$ cat src/rtl/aln_pkg.sv
package aln_pkg;
  localparam int ALN_DW    = 32;
  localparam int ALN_LANES = ALN_DW / 8;
  localparam int ALN_LSB   = $clog2(ALN_LANES);

  typedef enum logic [1:0] {
    SZ_BYTE = 2'd0,
    SZ_HALF = 2'd1,
    SZ_WORD = 2'd2,
    SZ_WIDE = 2'd3
  } acc_size_e;

  typedef enum logic [1:0] {
    RG_PLAIN = 2'd0,
    RG_IO    = 2'd1,
    RG_VIDEO = 2'd2,
    RG_OBJ   = 2'd3
  } region_e;

  typedef struct packed {
    logic [ALN_DW-1:0]    addr;
    logic [ALN_LANES-1:0] be;
    logic [ALN_DW-1:0]    wdata;
    logic [ALN_DW-1:0]    rdata;
    logic                 suppress;
    logic                 pair;
    logic                 write;
  } aln_result_t;
endpackage

$ cat src/rtl/aln_region_dec.sv
module aln_region_dec
  import aln_pkg::*;
#(
  parameter logic [7:0]  IO_TAG    = 8'h04,
  parameter logic [7:0]  VID_TAG   = 8'h06,
  parameter logic [7:0]  OBJ_TAG   = 8'h07,
  parameter logic [23:0] VID_MASK  = 24'h01FFFF,
  parameter logic [23:0] VID_SPLIT = 24'h018000
) (
  input  logic [ALN_DW-1:0] addr,
  output region_e           region,
  output logic              vid_upper,
  output logic [ALN_DW-1:0] eff_addr
);
  logic [7:0]  tag;
  logic [23:0] vid_off;

  assign tag     = addr[31:24];
  assign vid_off = addr[23:0] & VID_MASK;

  always_comb begin
    if (tag == IO_TAG)       region = RG_IO;
    else if (tag == VID_TAG) region = RG_VIDEO;
    else if (tag == OBJ_TAG) region = RG_OBJ;
    else                     region = RG_PLAIN;
  end

  assign vid_upper = (region == RG_VIDEO) && (vid_off >= VID_SPLIT);
  assign eff_addr  = (region == RG_VIDEO) ? {tag, vid_off} : addr;
endmodule

$ cat src/rtl/aln_load_rot.sv
module aln_load_rot
  import aln_pkg::*;
(
  input  acc_size_e          size,
  input  logic [ALN_LSB-1:0] sel,
  input  logic [ALN_DW-1:0]  raw,
  output logic [ALN_DW-1:0]  rdata
);
  logic [7:0]        lane [ALN_LANES];
  logic [ALN_DW-1:0] rot  [ALN_LANES];
  logic [15:0]       half;

  for (genvar g = 0; g < ALN_LANES; g++) begin : g_lane
    assign lane[g] = raw[8*g +: 8];
    if (g == 0) begin : g_r0
      assign rot[g] = raw;
    end else begin : g_rn
      assign rot[g] = {raw[8*g-1:0], raw[ALN_DW-1:8*g]};
    end
  end

  assign half = sel[1] ? raw[31:16] : raw[15:0];

  always_comb begin
    unique case (size)
      SZ_BYTE: rdata = {{(ALN_DW-8){1'b0}}, lane[sel]};
      SZ_HALF: rdata = sel[0] ? {16'h0000, half[7:0], half[15:8]}
                              : {16'h0000, half};
      default: rdata = rot[sel];
    endcase
  end
endmodule

$ cat src/rtl/aln_store_lane.sv
module aln_store_lane
  import aln_pkg::*;
(
  input  acc_size_e            size,
  input  logic [ALN_LSB-1:0]   sel,
  input  logic [ALN_DW-1:0]    wdata,
  input  region_e              region,
  input  logic                 vid_upper,
  output logic [ALN_LANES-1:0] be,
  output logic [ALN_DW-1:0]    lane_data,
  output logic                 suppress,
  output logic [ALN_LSB-1:0]   clr
);
  logic [ALN_LANES-1:0] half_be;

  assign half_be = sel[1] ? 4'b1100 : 4'b0011;

  always_comb begin
    be        = '0;
    lane_data = '0;
    suppress  = 1'b0;
    clr       = '0;
    unique case (size)
      SZ_BYTE: begin
        lane_data = {ALN_LANES{wdata[7:0]}};
        if (region == RG_OBJ || vid_upper) begin
          suppress = 1'b1;
        end else if (region == RG_VIDEO) begin
          be  = half_be;
          clr = 2'b01;
        end else begin
          be = 4'b0001 << sel;
        end
      end
      SZ_HALF: begin
        lane_data = {2{wdata[15:0]}};
        be        = half_be;
        clr       = 2'b01;
      end
      default: begin
        lane_data = wdata;
        be        = '1;
        clr       = 2'b11;
      end
    endcase
  end
endmodule

$ cat src/rtl/aln_core.sv
module aln_core
  import aln_pkg::*;
#(
  parameter bit          REG_OUT   = 1'b1,
  parameter logic [7:0]  IO_TAG    = 8'h04,
  parameter logic [7:0]  VID_TAG   = 8'h06,
  parameter logic [7:0]  OBJ_TAG   = 8'h07,
  parameter logic [23:0] VID_MASK  = 24'h01FFFF,
  parameter logic [23:0] VID_SPLIT = 24'h018000
) (
  input  logic        clk,
  input  logic        rst_n,
  input  logic        in_valid,
  output logic        in_ready,
  input  logic [31:0] in_addr,
  input  logic [1:0]  in_size,
  input  logic        in_write,
  input  logic [31:0] in_wdata,
  input  logic [31:0] in_raw,
  output logic        out_valid,
  input  logic        out_ready,
  output logic [31:0] out_addr,
  output logic [3:0]  out_be,
  output logic [31:0] out_wdata,
  output logic [31:0] out_rdata,
  output logic        out_suppress,
  output logic        out_pair,
  output logic        out_write
);
  acc_size_e            sz;
  region_e              region;
  logic                 vid_upper;
  logic [ALN_DW-1:0]    eff_addr;
  logic [ALN_DW-1:0]    rot_data;
  logic [ALN_LANES-1:0] st_be;
  logic [ALN_DW-1:0]    st_data;
  logic                 st_supp;
  logic [ALN_LSB-1:0]   st_clr;
  logic [ALN_LSB-1:0]   ld_clr;
  logic                 is_word;
  aln_result_t          nxt;
  aln_result_t          res;

  assign sz      = acc_size_e'(in_size);
  assign is_word = (sz == SZ_WORD) || (sz == SZ_WIDE);

  aln_region_dec #(
    .IO_TAG(IO_TAG), .VID_TAG(VID_TAG), .OBJ_TAG(OBJ_TAG),
    .VID_MASK(VID_MASK), .VID_SPLIT(VID_SPLIT)
  ) u_dec (
    .addr(in_addr), .region(region), .vid_upper(vid_upper), .eff_addr(eff_addr)
  );

  aln_load_rot u_rot (
    .size(sz), .sel(in_addr[ALN_LSB-1:0]), .raw(in_raw), .rdata(rot_data)
  );

  aln_store_lane u_st (
    .size(sz), .sel(in_addr[ALN_LSB-1:0]), .wdata(in_wdata), .region(region),
    .vid_upper(vid_upper), .be(st_be), .lane_data(st_data),
    .suppress(st_supp), .clr(st_clr)
  );

  // Load alignment: register-space words split into halfword pair, bytes read as halfword
  always_comb begin
    if (is_word)              ld_clr = (region == RG_IO) ? 2'b10 : 2'b11;
    else if (sz == SZ_HALF)   ld_clr = 2'b01;
    else if (region == RG_IO) ld_clr = 2'b01;
    else                      ld_clr = 2'b00;
  end

  always_comb begin
    nxt.write = in_write;
    if (in_write) begin
      nxt.addr     = eff_addr & ~{{(ALN_DW-ALN_LSB){1'b0}}, st_clr};
      nxt.be       = st_be;
      nxt.wdata    = st_data;
      nxt.rdata    = '0;
      nxt.suppress = st_supp;
      nxt.pair     = 1'b0;
    end else begin
      nxt.addr     = eff_addr & ~{{(ALN_DW-ALN_LSB){1'b0}}, ld_clr};
      nxt.be       = '0;
      nxt.wdata    = '0;
      nxt.rdata    = rot_data;
      nxt.suppress = 1'b0;
      nxt.pair     = is_word && (region == RG_IO);
    end
  end

  if (REG_OUT) begin : g_reg
    aln_result_t held;
    logic        vld;

    assign in_ready = !vld || out_ready;

    always_ff @(posedge clk or negedge rst_n) begin
      if (!rst_n) begin
        vld  <= 1'b0;
        held <= '0;
      end else if (in_ready) begin
        vld <= in_valid;
        if (in_valid) held <= nxt;
      end
    end

    assign out_valid = vld;
    assign res       = held;
  end else begin : g_comb
    assign in_ready  = out_ready;
    assign out_valid = in_valid;
    assign res       = nxt;
  end

  assign out_addr     = res.addr;
  assign out_be       = res.be;
  assign out_wdata    = res.wdata;
  assign out_rdata    = res.rdata;
  assign out_suppress = res.suppress;
  assign out_pair     = res.pair;
  assign out_write    = res.write;
endmodule

$ cat config.mk
export PLATFORM = sky130hd
export DESIGN_NAME = aln_core
export DESIGN_NICKNAME = d
export VERILOG_FILES = /design/src/rtl/aln_pkg.sv /design/src/rtl/aln_region_dec.sv /design/src/rtl/aln_load_rot.sv /design/src/rtl/aln_store_lane.sv /design/src/rtl/aln_core.sv
export SDC_FILE = /design/constraint.sdc
export NUM_CORES = 1
export LEC_CHECK = 0
export BUFFER_PORTS_ARGS = -buffer_cell sky130_fd_sc_hd__buf_2
export CELL_PAD_IN_SITES_DETAIL_PLACEMENT = 1
export CELL_PAD_IN_SITES_GLOBAL_PLACEMENT = 2
export CORE_MARGIN = 3
export CORE_UTILIZATION = 30
export DETAILED_ROUTE_END_ITERATION = 10
export GPL_ROUTABILITY_DRIVEN = 0
export PLACE_DENSITY_LB_ADDON = 0.25
export SYNTH_ARGS = -nofsm -noshare
export SYNTH_HDL_FRONTEND = slang
export SYNTH_SLANG_ARGS = --single-unit
$ cat constraint.sdc
create_clock -name clk -period 1.7 [get_ports clk]
set_input_delay 0.085 -clock clk [delete_from_list [all_inputs] [get_ports clk]]
set_output_delay 0.085 -clock clk [all_outputs]
set_load 0.005 [all_outputs]
== After elaboration in Yosys (flattened, before gate mapping) ==
Cells that the tools add are included.
Storage, ports and cells
  register bits after elaboration: 104
  output and inout bits: 105
  bits of input ports: 103
  logic and storage cells: 61
Operators by class
  multiplexer cells: 28
  reduce and logical (&&, ||, !) cells: 8
  order comparisons: 2
  shift operators: 1
  bitwise gates (word level): 5
  eq/ne operators: 9
Operators by type and width (count)
  32-bit case mux with 2 select lines: 2
  102-bit two-way mux: 1
  32-bit AND: 2
  32-bit binary-select mux with 2-bit select: 1
  32-bit two-way mux: 2
  2-bit NOT with 32-bit output: 2
  16-bit two-way mux: 2
  8-bit by 3-bit equality test with 1-bit output, second input constant: 3
  24-bit two-way mux: 1
  17-bit greater-or-equal comparator, second input constant: 1
  8-bit binary-select mux with 2-bit select: 1
  8-bit two-way mux: 2
  4-bit two-way mux: 3
  2-bit two-way mux: 5
  2-bit equality test, second input constant: 4
  4-bit case mux with 2 select lines: 1
  1-bit two-way mux: 6
  2-bit by 1-bit equality test with 1-bit output, second input constant: 2
  2-bit case mux with 2 select lines: 1
  1-bit by 2-bit left shift with 4-bit output, first input constant: 1
  3-bit greater-or-equal comparator, second input constant: 1
  1-bit logical OR: 3
  2-bit NOT with 3-bit output: 1
  1-bit logical AND: 2
  other kinds (3): 3

== Depth between registers and ports, before layout ==
Gate-level depths: netlist of the first run.
  depth after elaboration: 12
  depth in mapped cells: 7
  mapped depth without buffers: 4

== Cells and area by module ==
Synthesis of the first run repeated with hierarchy kept, for this count alone.
Unflattened totals
  cells, all modules: 587
  area total of the unflattened synthesis: 6751.5 µm²
Modules (own cells, without submodules)
  aln_core: area an instance 4523.1 µm², sequential area each 2602.5 µm², cells an instance 318, instances 1
  aln_load_rot: area an instance 1366.3 µm², sequential area each 0.0 µm², cells an instance 160, instances 1
  aln_store_lane: area an instance 529.3 µm², sequential area each 0.0 µm², cells an instance 69, instances 1
  aln_region_dec: area an instance 332.8 µm², sequential area each 0.0 µm², cells an instance 40, instances 1

== Worst setup path after synthesis of the first run ==
OpenSTA, ideal clock, no wires.
  kind: reg2reg
  from: register g_reg.vld, in the netlist out_valid
  to: register g_reg.held, in the netlist out_rdata[12]
  clock period less this slack: 1609 ps
  stages on the path, launching flop included: 8
  path buffers: 3
  required time: 1634 ps
  setup slack: 91 ps
  arrival time: 1544 ps
  setup time: 66 ps
  cell sequence: dfrtp_1 -> nand2b_1 -> clkbuf_1 -> and4_1 -> clkbuf_1 -> clkbuf_1 -> a22o_1 -> a21o_1
Between the ends
  word-level cells in the longest chain between the ends: 3
RTL lines
  start, declared: line aln_core.sv:93  | logic vld;
  start signal, assigned: line aln_core.sv:102  | vld <= in_valid;
  1-bit logical NOT: line aln_core.sv:95  | assign in_ready = !vld || out_ready;
  1-bit logical OR: line aln_core.sv:95
  net in_ready: line aln_core.sv:14  | output logic in_ready,
  2-bit AND reduction (no line)
  end signal, assigned: line aln_core.sv:103  | if (in_valid) held <= nxt;
  end, declared: line aln_core.sv:92  | aln_result_t held;
The timed path passes the listed nets, and every way through them passes these cells.
A chain may end at the register's enable or synchronous reset.

== Worst setup path in the final report of the first run ==
  from: input in_addr[31]
  to: register g_reg.held, in the netlist out_be[3]
Between the ends
  word-level cells in the longest chain between the ends: 10
  elaborated cells between the ends (all ways): 14
  classes of those cells: 5 x eq/ne; 7 x mux; 2 x reduce/logical
RTL lines
  start, declared: line aln_core.sv:15  | input logic [31:0] in_addr,
  8-bit by 3-bit equality test with 1-bit output: line aln_region_dec.sv:24  | else if (tag == OBJ_TAG) region = RG_OBJ;
  2-bit two-way mux: line aln_region_dec.sv:24
  2-bit two-way mux: line aln_region_dec.sv:23  | else if (tag == VID_TAG) region = RG_VIDEO;
  2-bit two-way mux *: line aln_region_dec.sv:22  | if (tag == IO_TAG) region = RG_IO;
  2-bit equality test: line aln_region_dec.sv:28, aln_store_lane.sv:28
  1-bit logical AND: line aln_region_dec.sv:28  | assign vid_upper = (region == RG_VIDEO) && (vid_off >= VID_SPLIT);
  1-bit logical OR: line aln_store_lane.sv:26  | if (region == RG_OBJ || vid_upper) begin
  4-bit two-way mux *: line aln_store_lane.sv:26
  4-bit case mux with 2 select lines *: line aln_store_lane.sv:23  | unique case (size)
  102-bit two-way mux *: line aln_core.sv:74  | if (in_write) begin
Mark *: on every way between the ends. The rest lies on a longest branch, timed or not.

==> qor.txt, run 1 <==
Status: finished, final reports clean
Syn avg cell area: 11.4 sq um
Ys Warns: 0
Syn-to-layout area delta: 37.5%
Placed cell count: 881
Final Hold Viols: 0
Critical hold path startpoint: in_wdata[6]
Drt pass-1 iters: 4
# DRC: 0
VDD IR max: 0.481 mV
Slew margin rel.: 69.6%
Full die area: 19,400 sq um
Fin worst setup slack: 0.0652 ns
Endpoints failing setup: 0
Crit Path Class: primary input to flop
Worst r2r src: out_valid$_DFFE_PN0N_
Post-route insts no fill: 931
Synth unique cells: 39
Wire per inst: 19.2 um
Dpl cell area: 6690 sq um
Core area: 17,400 sq um
Fin crit period: 1.63 ns
First-pass GRT wire length: 28,200 um
CP startpoint kind: primary input
Rows: 48
ANT nets after route: 0
Critical path arrival: 1.87 ns
Achievable Freq: 612 MHz
Most frequent cells in the layout: 206 x buf_2, 120 x nand2_1, 104 x dfrtp_1, 36 x mux4_2, 35 x a22o_1
Max Buffers Root-to-Sink: 2
Most common flop cell mapped by yosys: dfrtp_1
Io pins: 208
Avg Vias per Cell: 5.03
Final net count: 804
Layout cell share with drive strength beyond 1: 42.4%
Clk root buf: clkbuf_16
Slew @ Worst Pin: 0.454 ns
CP endpoint kind: flop
Clock tree sinks: 104
Vias in the first global route: 4,944
PD cells: 892 nW/um^2
Max-slew violations: 0
Synth Instances: 469
Iter 0 DRT Violations: 175
Buffers on Ports: 207
Yosys top cell by area: dfrtp_1
GR Util All Layers: 18.3%
Final core utilization: 42.3%
Final instance area: 7340 sq um
CTS tree: done
Largest fanout on the critical path: 3
Most common cell after layout, fill and taps aside: buf_2
N_diodes: 0
DP Worst Slack: -0.0904 ns
Die width: 139 um
Register area share after synthesis: 48.7%
H-tree levels: 3
Hold crit path type: primary input to flop
Critical Path Start: in_addr[31]
Post-Syn Area: 5340 sq um
Largest net degree at the start of global routing: 64
Pleak: 3.74 nW
Post-synth EDFFs: 0
Fin Clk Skew: 0.00233 ns
Sum of negative setup slack: 0 ns
Detailed-route wire length: 17,900 um
CTS buffer count: 9
Starting Density: 30.8%
Chip height: 139 um
Fin Hold WS: 0.0205 ns
Worst EP required: 1.93 ns
Max_cap viols: 0
Async SR Flop Fraction: 100%
Vias: 4,683
RSZ-0062 raised after global routing: no
Grt ovf: 0
Top cells by area, synth: dfrtp_1 49%, mux4_2 15%, nand2_1 8.4%
HPWL after DPL: 13,100 um
Number of synthesized register bits: 104
Final worst-path cycle share: 96.2%
Total nets after synthesis: 572
Clk slew on worst S/H paths: 0.07 ns
Initial antenna violation count: 0
Synth top area share: 48.7%
Worst-Skew Late Latency: 0.35 ns
Power Total: 6.55 mW
==> cell type report <==
class,instances,area [sq um]
Timing Repair Buffer,261,1610
Fill cell,1964,10000
Sequential cell,104,2600
Clock buffer,12,256
Multi-Input combinational cell,322,2530
Clock inverter,4,52.6
Inverter,3,11.3
Tap cell,225,282
==> cells in the mapped netlist (4+ instances only) <==
cell type	number
mux4_2	36
o31ai_1	24
clkbuf_1	24
mux2_2	10
nand2_1	120
a21oi_1	5
nor2_1	7
buf_1	4
nand3_1	9
dfrtp_1	104
nor2b_1	17
mux2i_1	13
a221o_2	4
a21o_1	8
a22o_1	35
o21ai_0	13
buf_6	4
==> kinds of logic after synthesis <==
family / count (synthesis) / share of synthesized area [%]
DFF: 104 / 48.7
AOI/OAI and AO/OA: 95 / 13.7
and+or+nand+nor: 168 / 13.8
muxes: 59 / 19.7
buffers and inverters: 43 / 4.10
==> critical path: stages <==
cell and delay (ns):
dlygate4sd3_1 0.54, buf_2 0.13, or2b_1 0.24, or3_4 0.35, mux2i_1 0.15, a221o_2 0.37
==> routing by layer <==
layer | vias to the layer above | GRT usage, % | routed length (um)
met1 | 2342 | 23.2 | 7460
met4 | 0 | 6.18 | 368
li1 | 2170 | - | -
met2 | 150 | 30.6 | 8810
met5 | - | 0 | 0
met3 | 21 | 4.71 | 1220
==> state kept, by name, summed over array words and instances, names as in the netlist <==
signal	cells
out_wdata	32
out_suppress	1
out_pair	1
out_write	1
out_rdata	32
out_addr	32
out_be	4
out_valid	1
==> power by group <==
group | switching [mW] | total [mW] | leakage (nW) | internal, mW
Sequential | 0.156 | 2.91 | 1.34 | 2.76
Combinational | 0.720 | 1.46 | 2.26 | 0.740
Clock | 0.949 | 2.17 | 0.141 | 1.22
Total | 1.83 | 6.55 | 3.74 | 4.72
==> what timing repair did <==
item / in CTS / in global routing
endpoints found under the hold margin: 134 / 0
setup endpoints to repair: 7 / 15
resized for setup: 1 / 0
setup buffers: 0 / 3
pin swaps: 0 / 1
hold buffers: 31 / 0
==> final timing paths <==
check	slack, ns	to	cells past startpoint
setup reg to reg	0.21	out_addr[28]$_DFFE_PN0P_	6
max in group asynchronous	1.09	out_wdata[7]$_DFFE_PN0P_	3
hold reg to reg	0.47	out_rdata[22]$_DFFE_PN0P_	2
hold / removal	0.02	out_wdata[6]$_DFFE_PN0P_	3
setup / recovery	0.07	out_be[3]$_DFFE_PN0P_	6
min in group asynchronous	0.26	out_addr[6]$_DFFE_PN0P_	3
No activity file was read; power rests on OpenSTA's default activity.
==> inputs of run 2 (changes only) <==
==> constraint.sdc (replaced) <==
create_clock -name clk -period 1.7 [get_ports clk]
set_input_delay 0.255 -clock clk [delete_from_list [all_inputs] [get_ports clk]]
set_output_delay 0.255 -clock clk [all_outputs]
set_load 0.005 [all_outputs]
==> qor.txt, run 2 (synthesis results as in run 1) <==
Buffers on Ports: 207 (unchanged)
Most common cell after layout, fill and taps aside: buf_2
Fin Clk Skew: 0.00574 ns (+0.00341 ns)
Grt ovf: 0 (unchanged)
Reg2reg path depth: 5 (-1)
Slew @ Worst Pin: 0.454 ns (-0.000265 ns)
Wire per inst: 19.4 um (+1.4%)
Drt pass-1 iters: 4 (unchanged)
Worst EP required: 1.93 ns (about the same)
ANT nets after route: 0 (unchanged)
Dpl cell area: 6840 sq um (+2.1%)
Crit path capture: out_be[3]$_DFFE_PN0P_
Avg Vias per Cell: 5.13 (+2.1%)
Setup bufs post-CTS: 0 (unchanged)
Rows: 48 (unchanged)
PD cells: 900 nW/um^2 (+0.83%)
Critical hold path startpoint: in_addr[4]
Reg area: 2600 sq um (unchanged)
Starting Density: 30.8% (unchanged)
CP endpoint kind: flop
CP startpoint kind: primary input
Core area: 17,400 sq um (unchanged)
Filler Cells Inserted: 1,959 (-0.25%)
Full die area: 19,400 sq um (unchanged)
Critical Path Start: in_addr[29]
Multi-input gate area: 2530 sq um (about the same)
# DRC: 0 (unchanged)
GR Util All Layers: 18.2% (-0.15 points)
Chip height: 139 um (unchanged)
Clk root buf: clkbuf_16
Clk slew on worst S/H paths: 0.07 ns (about the same)
Status: finished, final reports clean
Max Buffers Root-to-Sink: 2 (unchanged)
RSZ-0062 raised after global routing: no
Final instance area: 7140 sq um (-2.7%)
DP Worst Slack: -0.283 ns (-0.193 ns)
Slew margin rel.: 69.8% (+0.13 points)
Endpoints failing setup: 0 (unchanged)
Sum of negative setup slack: 0 ns (unchanged)
Detailed-route wire length: 17,800 um (-0.59%)
Achievable Freq: 622 MHz (+1.7%)
Final net count: 785 (-2.4%)
Critical path arrival: 1.84 ns (-0.03 ns)
Largest fanout on the critical path: 3 (unchanged)
Final Hold Viols: 0 (unchanged)
Vias in the first global route: 5,066 (+2.5%)
Iter 0 DRT Violations: 245 (+40%)
Worst-Skew Late Latency: 0.35 ns (about the same)
VDD IR max: 0.438 mV (-8.8%)
Pleak: 3.68 nW (-1.6%)
Fin crit period: 1.61 ns (-0.0278 ns)
First-pass GRT wire length: 28,100 um (-0.22%)
Most frequent cells in the layout: 206 x buf_2, 120 x nand2_1, 104 x dfrtp_1, 36 x mux4_2, 35 x a22o_1
Layout cell share with drive strength beyond 1: 45.1% (+2.8 points)
R2r setup slk: 0.24 ns (+0.03 ns)
Initial antenna violation count: 2 (+2)
Max-slew violations: 0 (unchanged)
Worst r2r src: out_valid$_DFFE_PN0N_
Die width: 139 um (unchanged)
RR Endpoint: out_wdata[15]$_DFFE_PN0P_
Max_cap viols: 0 (unchanged)
Largest net degree at the start of global routing: 33 (-48%)
Fin worst setup slack: 0.0930 ns (+0.0278 ns)
Hold crit path type: primary input to flop
Crit Path Class: primary input to flop
H-tree levels: 3 (unchanged)
CTS tree: done
Worst hold path depth: 3 (unchanged)
Final worst-path cycle share: 94.5% (-1.6 points)
Io pins: 208 (unchanged)
HPWL after DPL: 13,800 um (+5.4%)
Vias: 4,687 (+0.085%)
Syn-to-layout area delta: 33.8%
CTS buffer count: 9 (unchanged)
Clock tree sinks: 104 (unchanged)
Final core utilization: 41.2% (-1.1 points)
[run 2: cell types whose count changed in the layout (fill, tap and decap cells not counted)]
| cell | delta |
|---|---|
| dlygate4sd3_1 | -30 |
| clkinvlp_4 | -2 |
| clkbuf_8 | -2 |
| buf_12 | +3 |
| clkinv_2 | +2 |
| inv_6 | +1 |
| nand2b_1 | -1 |
| nand2b_2 | +1 |
| diode_2 | +1 |
| clkbuf_1 | +1 |
| buf_4 | +8 |
[run 2: metal layers]
metal,GRT usage (%),vias to the layer above,wire length [um]
met1,22.1,2361,7120
met3,4.47,24,1200
li1,-,2139,-
met5,0,-,13
met2,32.0,161,9130
met4,5.15,2,287
[run 2: worst max-delay path, stage by stage]
cell and delay [ns]:
buf_2 0.11, or4_4 0.54, or3_4 0.43, mux2i_1 0.16, a221o_2 0.34
[run 2: worst min-delay path by stage]
stage                                to  slack (ns)
6_report        out_addr[4]$_DFFE_PN0P_         0.1
5_1_grt         out_addr[6]$_DFFE_PN0P_         0.1
4_1_cts        out_addr[13]$_DFFE_PN0P_        0.09
3_5_place_dp    out_addr[2]$_DFFE_PN0P_        0.23
3_3_place_gp   out_addr[11]$_DFFE_PN0P_        0.24
2_1_floorplan   out_addr[0]$_DFFE_PN0P_       -0.04
[run 2: final cells by class]
cell class,instances,share of cell area (%)
Antenna cell,1,0.0350
Clock buffer,11,3.26
Clock inverter,5,0.788
Inverter,3,0.158
Multi-Input combinational cell,322,35.4
Sequential cell,104,36.4
Tap cell,225,3.94
Timing Repair Buffer,242,20.0
[run 2: repair_timing]
| action | 4_1_cts | 5_1_grt |
|---|---|---|
| hold buffers | 1 | 0 |
| hold endpoints to repair | 27 | 0 |
| endpoints found under the setup margin | 7 | 4 |
| gates resized for setup | 1 | 1 |
[run 2: metrics by stage]
| stage | power (mW) | hold slack [ns] | std cells |
|---|---|---|---|
| floorplan | 3.63 | -0.0406 | 469 |
| global placement | 4.38 | 0.235 | 895 |
| detailed placement | 4.44 | 0.230 | 895 |
| CTS | 6.54 | 0.0886 | 912 |
| global route | 6.81 | 0.0974 | 913 |
| finish | 6.43 | 0.0998 | 913 |
[run 2: power breakdown]
part	switching (mW)	leakage, nW	internal, mW	total (mW)
Clock	0.923	0.140	1.14	2.07
Sequential	0.168	1.34	2.76	2.93
Combinational	0.710	2.20	0.722	1.43
Total	1.80	3.68	4.63	6.43
